File: src/rtl/bank_agu_pkg.sv
package bank_agu_pkg;

  typedef enum logic [2:0] {
    AM_CODE = 3'd0,
    AM_HL   = 3'd1,
    AM_XIDX = 3'd2,
    AM_YIDX = 3'd3,
    AM_PAGE = 3'd4,
    AM_ABS  = 3'd5
  } am_e;

  localparam int BK_V      = 0;
  localparam int BK_U      = 1;
  localparam int BK_I      = 2;
  localparam int BK_N      = 3;
  localparam int BK_XI     = 4;
  localparam int BK_YI     = 5;
  localparam int NUM_BANKS = 6;
  localparam int SEL_W     = $clog2(NUM_BANKS);

endpackage

File: src/rtl/bank_agu_regs.sv
module bank_agu_regs
  import bank_agu_pkg::*;
#(
  parameter int BANK_W = 8
) (
  input  logic                              clk,
  input  logic                              rst_n,
  input  logic                              jump,
  input  logic                              we,
  input  logic [SEL_W-1:0]                  sel,
  input  logic [BANK_W-1:0]                 wdata,
  output logic [NUM_BANKS-1:0][BANK_W-1:0]  banks,
  output logic                              v_write_lost
);

  logic [NUM_BANKS-1:0] wr_hit;

  for (genvar g = 0; g < NUM_BANKS; g++) begin : g_bank
    assign wr_hit[g] = we && (sel == SEL_W'(g));

    if (g == BK_V) begin : g_code
      always_ff @(posedge clk) begin
        if (!rst_n)
          banks[g] <= '0;
        else if (jump)
          banks[g] <= banks[BK_U];
        else if (wr_hit[g])
          banks[g] <= wdata;
      end
    end else begin : g_plain
      always_ff @(posedge clk) begin
        if (!rst_n)
          banks[g] <= '0;
        else if (wr_hit[g])
          banks[g] <= wdata;
      end
    end
  end

  assign v_write_lost = jump && wr_hit[BK_V];

endmodule

File: src/rtl/bank_agu_form.sv
module bank_agu_form
  import bank_agu_pkg::*;
#(
  parameter int REG_W  = 16,
  parameter int BANK_W = 8,
  localparam int LA_W  = REG_W + BANK_W
) (
  input  logic [2:0]        mode,
  input  logic [REG_W-1:0]  pc,
  input  logic [REG_W-1:0]  hl,
  input  logic [REG_W-1:0]  x,
  input  logic [REG_W-1:0]  y,
  input  logic [REG_W-1:0]  imm,
  input  logic [BANK_W-1:0] v_bank,
  input  logic [BANK_W-1:0] i_bank,
  input  logic [BANK_W-1:0] n_bank,
  input  logic [BANK_W-1:0] xi_bank,
  input  logic [BANK_W-1:0] yi_bank,
  output logic [LA_W-1:0]   laddr
);

  function automatic logic [LA_W-1:0] f_code(input logic [REG_W-1:0] p,
                                             input logic [BANK_W-1:0] b);
    if (p[REG_W-1])
      return LA_W'({b, p[REG_W-2:0]});
    else
      return LA_W'(p);
  endfunction

  function automatic logic [LA_W-1:0] f_far(input logic [BANK_W-1:0] b,
                                            input logic [REG_W-1:0] off);
    return {b, off};
  endfunction

  function automatic logic [LA_W-1:0] f_page(input logic [BANK_W-1:0] b,
                                             input logic [BANK_W-1:0] pg,
                                             input logic [REG_W-1:0] lo);
    return LA_W'({b, pg, lo[BANK_W-1:0]});
  endfunction

  always_comb begin
    case (am_e'(mode))
      AM_CODE: laddr = f_code(pc, v_bank);
      AM_HL:   laddr = f_far(i_bank, hl);
      AM_XIDX: laddr = f_far(xi_bank, x);
      AM_YIDX: laddr = f_far(yi_bank, y);
      AM_PAGE: laddr = f_page(i_bank, n_bank, imm);
      AM_ABS:  laddr = f_far(i_bank, imm);
      default: laddr = '0;
    endcase
  end

endmodule

File: src/rtl/bank_agu.sv
module bank_agu
  import bank_agu_pkg::*;
#(
  parameter int REG_W  = 16,
  parameter int BANK_W = 8,
  parameter int BUS_W  = 21,
  localparam int LA_W  = REG_W + BANK_W
) (
  input  logic              clk,
  input  logic              rst_n,
  input  logic [2:0]        mode,
  input  logic [REG_W-1:0]  pc,
  input  logic [REG_W-1:0]  hl,
  input  logic [REG_W-1:0]  x,
  input  logic [REG_W-1:0]  y,
  input  logic [REG_W-1:0]  imm,
  input  logic              jump,
  input  logic              bank_we,
  input  logic [SEL_W-1:0]  bank_sel,
  input  logic [BANK_W-1:0] bank_wdata,
  output logic [LA_W-1:0]   laddr,
  output logic [BUS_W-1:0]  baddr
);

  logic [NUM_BANKS-1:0][BANK_W-1:0] banks;
  logic [BANK_W-1:0] v_bank, u_bank, i_bank, n_bank, xi_bank, yi_bank;
  logic              v_write_lost;

  bank_agu_regs #(.BANK_W(BANK_W)) u_regs (
    .clk          (clk),
    .rst_n        (rst_n),
    .jump         (jump),
    .we           (bank_we),
    .sel          (bank_sel),
    .wdata        (bank_wdata),
    .banks        (banks),
    .v_write_lost (v_write_lost)
  );

  assign v_bank  = banks[BK_V];
  assign u_bank  = banks[BK_U];
  assign i_bank  = banks[BK_I];
  assign n_bank  = banks[BK_N];
  assign xi_bank = banks[BK_XI];
  assign yi_bank = banks[BK_YI];

  bank_agu_form #(.REG_W(REG_W), .BANK_W(BANK_W)) u_form (
    .mode    (mode),
    .pc      (pc),
    .hl      (hl),
    .x       (x),
    .y       (y),
    .imm     (imm),
    .v_bank  (v_bank),
    .i_bank  (i_bank),
    .n_bank  (n_bank),
    .xi_bank (xi_bank),
    .yi_bank (yi_bank),
    .laddr   (laddr)
  );

  assign baddr = laddr[BUS_W-1:0];

endmodule

File: config.mk
export PLATFORM = sky130hd
export DESIGN_NAME = bank_agu
export DESIGN_NICKNAME = d
export VERILOG_FILES = /design/src/rtl/bank_agu_pkg.sv /design/src/rtl/bank_agu_regs.sv /design/src/rtl/bank_agu_form.sv /design/src/rtl/bank_agu.sv
export SDC_FILE = /design/constraint.sdc
export NUM_CORES = 1
export LEC_CHECK = 0
export ABC_CLOCK_PERIOD_IN_PS = 1600
export BUFFER_PORTS_ARGS = -buffer_cell sky130_fd_sc_hd__buf_2
export CORE_ASPECT_RATIO = 1.2
export CORE_MARGIN = 2
export CORE_UTILIZATION = 47
export CTS_CLUSTER_SIZE = 16
export DETAILED_ROUTE_END_ITERATION = 7
export PLACE_DENSITY = 0.87
export SKIP_CTS_REPAIR_TIMING = 1
export SYNTH_ARGS = -nofsm -noshare
export SYNTH_HDL_FRONTEND = slang
export SYNTH_HIERARCHICAL = 1
export SYNTH_SLANG_ARGS = --single-unit
File: constraint.sdc
create_clock -name clk -period 1.6 [get_ports clk]
set_clock_uncertainty 0.2 [all_clocks]
set_input_delay 0.08 -clock clk [delete_from_list [all_inputs] [get_ports clk]]
set_output_delay 0.08 -clock clk [all_outputs]
set_load 0.01 [all_outputs]
# After elaboration in Yosys (flattened, before gate mapping)

Index checks and enable logic that the tools add are counted.

Bits in latches: 0
Register bits after elaboration: 48
Bits in writable memories: 0
Word-level logic and storage cells: 29
Memories kept: 0
Memory bits (read-only): 0

Multipliers: 0
Magnitude comparators: 0
Equality and inequality tests: 10
Reductions and logical operators: 9
Muxes and demuxes: 4
Shift-type cells: 0
Bitwise operators: 0
Divide/modulo/power cells: 0
$add $sub $neg: 0

Operators by type and width:

| operator                                                        | number |
|---|---|
| 24-bit one-hot mux with 6 select lines                          | 1 |
| 23-bit two-way mux                                              | 1 |
| 8-bit two-way mux                                               | 2 |
| 3-bit by 2-bit == test with 1-bit output, second input constant | 4 |
| 3-bit == test, second input constant                            | 4 |
| 3-bit by 1-bit == test with 1-bit output, second input constant | 2 |
| 1-bit logical AND                                               | 6 |
| 3-bit logical NOT                                               | 2 |
| 2-bit nonzero test                                              | 1 |

# Longest topological paths before layout

Gate-level depths: netlist of run 1.

Word-level depth: 4
Gate-level depth with buffers: 7
Gate-level depth less buffers: 3

# By module

Netlist of run 1, hierarchy kept.

Modules (own cells, without submodules):

| module        | cells each | area an instance (sq um) | instances |
|---|---|---|---|
| bank_agu_regs | 193        | 1853.0                   | 1 |
| bank_agu_form | 130        | 1097.3                   | 1 |
| bank_agu      | 21         | 157.7                    | 1 |

# Least setup slack after synthesis of run 1

OpenSTA, ideal clock, no wires.

Kind: input to output
Start point: input port mode[2]
End point: output port baddr[10]
Slack: 200 ps
Buffers on the path: 3
Arrival: 1120 ps
Stages: 6
Cell sequence: buf_2 -> buf_2 -> nand3_1 -> o21a_1 -> o221ai_1 -> buf_4

Cells in the longest elaborated chain, start to end: 2
Elaborated cells between the ends (all ways): 7
Those cells by class: eq/ne (5); mux (1); reduce/logical (1)

Ends and longest elaborated chain:

| element                                  | RTL line            | text |
|---|---|---|
| from (decl)                              | bank_agu.sv:11      | `input logic [2:0] mode,` |
| 3-bit == test (tied with other cells)    | bank_agu_form.sv:42 | `case (am_e'(mode))` |
| 24-bit one-hot mux with 6 select lines * | bank_agu_form.sv:42 |  |
| to (decl)                                | bank_agu.sv:22      | `output logic [BUS_W-1:0] baddr` |

Every way passes the cells marked *; elsewhere a longest branch is shown, timed or not.

# Worst setup path after layout of run 1

Start point: register u_regs/banks[25] (netlist bit)
End point: output port laddr[9]

Cells in the longest elaborated chain, start to end: 1

Ends and longest elaborated chain:

| element                                | RTL line            | text |
|---|---|---|
| from (decl)                            | bank_agu_regs.sv:12 | `output logic [NUM_BANKS-1:0][BANK_W-1:0] banks,` |
| from (signal, indexed assignment)      | bank_agu_regs.sv:35 | `banks[g] <= wdata;` |
| 24-bit one-hot mux with 6 select lines | bank_agu_form.sv:42 |  |
| to (decl)                              | bank_agu.sv:21      | `output logic [LA_W-1:0] laddr,` |

No other way between the ends.

==> results.py, run 1 <==
metrics = {
    "power_and_ir_drop": {
        "p_per_area_mw_per_mm2": 738,
        "max-vdd-ir-drop_v": 0.000470,
        "power.leakage_uw": 0.00187,
    },
    "clock_tree": {
        "clock-sinks": 48,
        "ctsHtreeMaxLevel": 2,
        "cts_tree": "done",
        "insertion_delay_ps": 290,
        "clock-root-buffer": "clkbuf_8",
        "path_clk_slew_ps": 80,
        "cts_buffers": 5,
        "clk_path_buf_depth": 2,
    },
    "min_path": {
        "hold_class": "input pin to register",
    },
    "route": {
        "drc_errors": 0,
        "vias_per_cell": 5.74,
        "wirelength_um": 8960,
        "dr.pass1.iters": 4,
        "avgRoutedWirePerCell_um": 16.4,
        "drtIter0Drc": 180,
        "ant_nets": 0,
        "vias": 3148,
    },
    "synth": {
        "syn_area_mm2": 0.00310,
        "synthesis.nets": 441,
        "postSynthAreaPerCell_um2": 9.04,
        "syn_inst": 343,
        "ys_warn_count": 6,
    },
    "grt": {
        "antenna_found_initial": 0,
        "grt_pass1_vias": 2999,
        "grt_pass1_wl_um": 14000,
        "grtUsageTotal": 0.238,
        "grt_overflow": 0,
        "grt_max_degree": 57,
    },
    "layout": {
        "area_growth_pct": 28.7,
        "final_net_count": 561,
        "antenna_cells": 0,
        "largest_reg_flops": 48,
        "drive_above_1_share": 0.419,
        "regMostFlops": "u_regs/banks",
        "final_cell_mix": "142 x buf_2, 53 x mux2i_1, 45 x dfxtp_1",
        "final_common_cell": "buf_2",
        "reg_top3": "u_regs/banks: 48 flops",
    },
    "worst_setup_path": {
        "worstPathArrival_ps": 1310,
        "crit_type": "register to output pin",
        "worst_setup_path_end_kind": "output pin",
        "cp-start-kind": "register",
        "cp.required_ps": 1320,
        "crit_fanout": 2,
    },
    "floorplan": {
        "die-area_mm2": 0.00727,
        "num_rows": 32,
        "coreArea_mm2": 0.00641,
        "dieHeight_um": 93.0,
        "die_w_um": 78.2,
        "start_util": 0.484,
        "io_pins": 143,
    },
    "sta": {
        "fin_crit_sh": 0.995,
        "rsz0062_at_grt": "yes",
        "relSlewSlack": 0.742,
        "tns_ps": 0,
        "setup_ws_ps": 8.76,
        "min_period_ps": 1590,
        "max_freq_mhz": 628,
        "finalHoldViolCount": 0,
        "worst_pin_slew_ps": 386,
        "slew_violations": 0,
        "setup_viol": 0,
        "hold_ws_ps": 45.5,
    },
    "place": {
        "gp_congestion": 0.950,
        "hpwl_um": 7080,
        "io_buffers": 142,
        "place_ws_ps": 86.3,
    },
    "outcome": {
        "outcome": "completed",
    },
    "flow_run": {
        "cap_viol_max_count": 0,
    },
}
==> final cells by class <==
cell class	instances	area (um^2)
clock buffer	5	68.8
clock inverter	2	60.1
fill	535	2410
inverter	1	3.75
multi-input combinational	240	1830
sequential	48	965
tap	85	106
timing repair buffer	167	960
==> power by group <==
group	leakage [uW]	internal [uW]	switching [uW]
Combinational	0.00141	348	357
Sequential	0.000391	1230	22.4
Clock	0.0000642	615	376
==> path summary, 6_finish.rpt <==
check                        start               end  slack, ps  cells past startpoint
hold / removal               rst_n   u_regs/banks[7]         50                      3
hold reg to reg   u_regs/banks[40]  u_regs/banks[40]        280                      2
setup reg to reg   u_regs/banks[8]   u_regs/banks[0]        540                      3
setup / recovery  u_regs/banks[25]          laddr[9]          9                      4
==> per-layer routing <==
metal,GRT usage,up-vias,wire (um)
met3,0.0550,37,788
li1,-,1485,-
met1,0.260,1449,3270
met4,0.0921,0,315
met2,0.443,177,4590
met5,0,-,0
==> worst max-delay path, stage by stage (launching register included) <==
cell	delay [ps]
dfxtp_1	320
mux2_1	290
a21oi_2	160
o22ai_1	100
buf_2	150
==> per-stage QoR <==
step	utilization	cells	cell area (um^2)	power, uW
after floorplan	-	343	3100	1710
after global placement	0.581	533	3720	1920
after detailed placement	0.581	533	3720	1940
after CTS	0.601	540	3850	2930
after global routing	0.623	548	3990	3080
final	0.623	548	3990	2950
No activity file was read; power rests on OpenSTA's default activity.
==> inputs of run 2 (changes only) <==
--- a/config.mk
+++ b/config.mk
@@ -7,12 +7,14 @@
 export LEC_CHECK = 0
 export ABC_CLOCK_PERIOD_IN_PS = 1600
 export BUFFER_PORTS_ARGS = -buffer_cell sky130_fd_sc_hd__buf_2
+export CELL_PAD_IN_SITES_DETAIL_PLACEMENT = 1
+export CELL_PAD_IN_SITES_GLOBAL_PLACEMENT = 1
 export CORE_ASPECT_RATIO = 1.2
 export CORE_MARGIN = 2
-export CORE_UTILIZATION = 47
+export CORE_UTILIZATION = 34
 export CTS_CLUSTER_SIZE = 16
 export DETAILED_ROUTE_END_ITERATION = 7
-export PLACE_DENSITY = 0.87
+export PLACE_DENSITY = 0.88
 export SKIP_CTS_REPAIR_TIMING = 1
 export SYNTH_ARGS = -nofsm -noshare
 export SYNTH_HDL_FRONTEND = slang
==> results.py, run 2 (synthesized netlist as in run 1, its figures left out) <==
metrics = {
    "outcome": {
        "outcome": "finished, violations left",
        "violations": "setup timing",
    },
    "power_and_ir_drop": {
        "p_per_area_mw_per_mm2": 676,
        "power.leakage_uw": 0.00186,
        "power.total_uw": 2730,
        "max-vdd-ir-drop_v": 0.000380,
    },
    "layout": {
        "regMostFlops": "u_regs/banks",
        "largest_reg_flops": 48,
        "antenna_cells": 0,
        "final_core_util": 0.452,
        "final_common_cell": "buf_2",
        "final_net_count": 562,
        "final_cell_mix": "141 x buf_2, 53 x mux2i_1, 44 x dfxtp_1",
        "reg_top3": "u_regs/banks: 48 flops",
        "area_growth_pct": 30.3,
        "multi_input_area_mm2": 0.00186,
        "fill_cells": 1099,
        "drive_above_1_share": 0.434,
        "seq_area_um2": 966,
    },
    "grt": {
        "antenna_found_initial": 0,
        "grt_pass1_wl_um": 16300,
        "grt_overflow": 0,
        "grt_pass1_vias": 3243,
        "grt_max_degree": 28,
        "grtUsageTotal": 0.206,
    },
    "min_path": {
        "hold_class": "input pin to register",
        "hold_start": "rst_n",
        "hold_end": "u_regs/banks[42]",
        "hold_path_depth": 2,
    },
    "floorplan": {
        "io_pins": 143,
        "start_util": 0.347,
        "num_rows": 38,
        "dieHeight_um": 109,
        "die_w_um": 91.2,
        "die-area_mm2": 0.00991,
        "coreArea_mm2": 0.00894,
    },
    "sta": {
        "setup_viol": 2,
        "relSlewSlack": 0.677,
        "max_freq_mhz": 623,
        "tns_ps": -11.4,
        "worst_pin_slew_ps": 482,
        "slew_violations": 0,
        "min_period_ps": 1610,
        "setup_ws_ps": -5.73,
        "finalHoldViolCount": 0,
        "fin_crit_sh": 1.00,
        "rsz0062_at_grt": "yes",
    },
    "route": {
        "dr.pass1.iters": 4,
        "avgRoutedWirePerCell_um": 18.1,
        "vias_per_cell": 5.34,
        "ant_nets": 0,
        "drc_errors": 0,
        "wirelength_um": 10600,
        "drtIter0Drc": 114,
        "vias": 3123,
    },
    "clock_tree": {
        "cts_buffers": 5,
        "path_clk_slew_ps": 100,
        "clk_path_buf_depth": 2,
        "cts_tree": "done",
        "clock-root-buffer": "clkbuf_8",
        "clock-sinks": 48,
        "insertion_delay_ps": 310,
        "ctsHtreeMaxLevel": 2,
    },
    "worst_setup_path": {
        "critPathBufInv": 1,
        "cp-start-kind": "register",
        "worst_setup_path_end_kind": "output pin",
        "slowest_delay_ps": 330,
        "rrSetupSlack_ps": 580,
        "worstPathArrival_ps": 1330,
        "rr_worst_depth": 3,
        "cpLargestDelayFamily": "flip-flops",
        "critical_path.cell_chain": "mux2_4 > a21oi_4 > o22ai_2 > buf_2",
        "crit_path_top_delay_cell": "dfxtp_2",
        "reg2reg_from": "u_regs/banks[10]",
        "cp.required_ps": 1320,
        "r2r-end": "u_regs/banks[2]",
        "crit_fanout": 2,
        "crit_type": "register to output pin",
    },
    "flow_run": {
        "cap_viol_max_count": 0,
    },
    "place": {
        "gp_congestion": 0.817,
        "io_buffers": 142,
        "place_ws_ps": 26.4,
        "hpwl_um": 8320,
    },
}
## run 2: cell types whose count changed in the layout (fill, tap and decap cells not counted), moves of 2 or more
| cell | previous run | this run |
|---|---|---|
| buf_4 | 13 | 15 |
| bufinv_16 | 2 | 0 |
| clkinvlp_4 | 0 | 2 |
| o22ai_1 | 16 | 13 |
| o22ai_2 | 2 | 5 |
## run 2: final cells by class
| class | instances | share of cell area |
|---|---|---|
| clock buffer | 5 | 0.0170 |
| clock inverter | 3 | 0.00588 |
| tap | 120 | 0.0372 |
| multi-input combinational | 240 | 0.461 |
| inverter | 1 | 0.000929 |
| timing repair buffer | 168 | 0.239 |
| sequential | 48 | 0.239 |
## run 2: report_power, final
group / switching [uW] / internal [uW]
Sequential: 21.5 / 1230
Combinational: 381 / 353
Clock: 435 / 310
Total: 838 / 1890
## run 2: stage by stage
stage	cells	hold WS [ps]	area (um^2)
floorplan	343	24.9	3100
global placement	569	172	3770
detailed placement	569	185	3770
CTS	577	-149	3870
global route	585	81.8	4040
finish	585	40.6	4040
## run 2: layer usage
| metal | share of wire | GRT usage | wire [um] |
|---|---|---|---|
| met1 | 0.37 | 0.212 | 3930 |
| met2 | 0.55 | 0.413 | 5770 |
| met3 | 0.059 | 0.0470 | 622 |
| met4 | 0.023 | 0.0595 | 242 |
| met5 | 0 | 0 | 0 |
## run 2: worst max-delay path by stage
stage	slack (ps)	cells past startpoint	from	endpoint
global route	-50	4	u_regs/banks[25]	baddr[9]
detailed placement	30	6	mode[0]	laddr[11]
floorplan	200	6	mode[2]	baddr[10]
global placement	80	6	mode[0]	baddr[11]
finish	-6	4	u_regs/banks[25]	laddr[9]
CTS	-100	4	u_regs/banks[25]	laddr[9]
==> inputs of run 3 (changes only) <==
--- a/config.mk
+++ b/config.mk
@@ -7,14 +7,12 @@
 export LEC_CHECK = 0
 export ABC_CLOCK_PERIOD_IN_PS = 1600
 export BUFFER_PORTS_ARGS = -buffer_cell sky130_fd_sc_hd__buf_2
-export CELL_PAD_IN_SITES_DETAIL_PLACEMENT = 1
-export CELL_PAD_IN_SITES_GLOBAL_PLACEMENT = 1
 export CORE_ASPECT_RATIO = 1.2
-export CORE_MARGIN = 2
-export CORE_UTILIZATION = 34
+export CORE_MARGIN = 4
+export CORE_UTILIZATION = 47
 export CTS_CLUSTER_SIZE = 16
 export DETAILED_ROUTE_END_ITERATION = 7
-export PLACE_DENSITY = 0.88
+export PLACE_DENSITY = 0.87
 export SKIP_CTS_REPAIR_TIMING = 1
 export SYNTH_ARGS = -nofsm -noshare
 export SYNTH_HDL_FRONTEND = slang
==> results.py, run 3 (synthesized netlist as in run 1, its figures left out) <==
metrics = {
    "clock_tree": {
        "insertion_delay_ps": 300,
        "ctsHtreeMaxLevel": 2,
        "cts_tree": "done",
        "clock-root-buffer": "clkbuf_8",
        "clk_path_buf_depth": 2,
        "clock-sinks": 48,
        "cts_buffers": 5,
        "path_clk_slew_ps": 90,
    },
    "sta": {
        "setup_viol": 0,
        "setup_ws_ps": 13.7,
        "tns_ps": 0,
        "rsz0062_at_grt": "yes",
        "min_period_ps": 1590,
        "slew_violations": 0,
        "worst_pin_slew_ps": 533,
        "fin_crit_sh": 0.991,
        "max_freq_mhz": 630,
        "finalHoldViolCount": 0,
        "relSlewSlack": 0.644,
    },
    "floorplan": {
        "die-area_mm2": 0.00797,
        "dieHeight_um": 97.0,
        "die_w_um": 82.2,
        "io_pins": 143,
        "start_util": 0.484,
        "coreArea_mm2": 0.00641,
        "num_rows": 32,
    },
    "worst_setup_path": {
        "cp-start-kind": "register",
        "cp.required_ps": 1320,
        "crit_fanout": 2,
        "worst_setup_path_end_kind": "output pin",
        "rr_worst_depth": 3,
        "worstPathArrival_ps": 1310,
        "crit_type": "register to output pin",
    },
    "grt": {
        "grt_pass1_vias": 2992,
        "grt_max_degree": 32,
        "grt_overflow": 0,
        "grtUsageTotal": 0.237,
        "grt_pass1_wl_um": 14600,
        "antenna_found_initial": 1,
    },
    "min_path": {
        "hold_class": "input pin to register",
        "hold_path_depth": 2,
    },
    "layout": {
        "final_cells": 554,
        "final_cell_mix": "142 x buf_2, 53 x mux2i_1, 44 x dfxtp_1",
        "reg_top3": "u_regs/banks: 48 flops",
        "final_common_cell": "buf_2",
        "largest_reg_flops": 48,
        "fill_cells": 535,
        "drive_above_1_share": 0.434,
        "final_net_count": 565,
        "regMostFlops": "u_regs/banks",
        "final_core_util": 0.629,
        "area_growth_pct": 29.9,
        "stdcell_area_mm2": 0.00403,
    },
    "route": {
        "dr.pass1.iters": 5,
        "vias_per_cell": 5.82,
        "avgRoutedWirePerCell_um": 18.1,
        "drtIter0Drc": 286,
        "wirelength_um": 10000,
        "drc_errors": 0,
        "ant_nets": 0,
        "vias": 3223,
    },
    "place": {
        "place_area_mm2": 0.00375,
        "gp_congestion": 0.881,
        "place_ws_ps": 96.7,
        "dp_cells": 535,
        "hpwl_um": 7820,
        "io_buffers": 142,
    },
    "power_and_ir_drop": {
        "max-vdd-ir-drop_v": 0.000405,
        "power.leakage_uw": 0.00188,
        "p_per_area_mw_per_mm2": 677,
    },
    "outcome": {
        "outcome": "completed",
    },
    "flow_run": {
        "cap_viol_max_count": 0,
    },
}
==> run 3: worst paths after layout <==
| path | startpoint | endpoint | slack, ps |
|---|---|---|---|
| min | rst_n | u_regs/banks[2] | 80 |
| min reg2reg | u_regs/banks[13] | u_regs/banks[13] | 280 |
| max reg2reg | u_regs/banks[15] | u_regs/banks[7] | 500 |
| max | u_regs/banks[25] | laddr[9] | 10 |
==> run 3: layout make-up <==
| cell class | count | area (um^2) | share of cell area |
|---|---|---|---|
| Tap cell | 85 | 106 | 0.0264 |
| Multi-Input combinational cell | 240 | 1860 | 0.461 |
| Clock inverter | 1 | 7.51 | 0.00186 |
| Sequential cell | 48 | 966 | 0.240 |
| Clock buffer | 7 | 86.3 | 0.0214 |
| Timing Repair Buffer | 171 | 998 | 0.248 |
| Antenna cell | 1 | 2.50 | 0.000621 |
| Inverter | 1 | 3.75 | 0.000932 |
==> run 3: through the flow <==
| step | hold slack (ps) | total power, uW |
|---|---|---|
| after floorplan | 24.9 | 1710 |
| after global placement | 163 | 1940 |
| after detailed placement | 177 | 1960 |
| after CTS | -140 | 2680 |
| after global routing | 91.7 | 2850 |
| final | 75.5 | 2730 |
==> run 3: metal layers <==
layer	track usage	routed length (um)	vias up
li1	-	-	1496
met1	0.260	3650	1512
met2	0.396	5020	183
met3	0.0736	971	32
met4	0.128	397	0
met5	0	0	-
==> run 3: power breakdown <==
part / switching, uW / internal, uW / total (uW) / leakage, uW
combinational: 377 / 358 / 735 / 0.00144
clock: 388 / 351 / 739 / 0.0000445
sequential: 21.4 / 1230 / 1250 / 0.000392
==> run 3: worst max-delay path: stages (launching register included) <==
cell     delay [ps]
dfxtp_2         330
mux2_4          280
a21oi_4         150
o22ai_2         100
buf_2           150
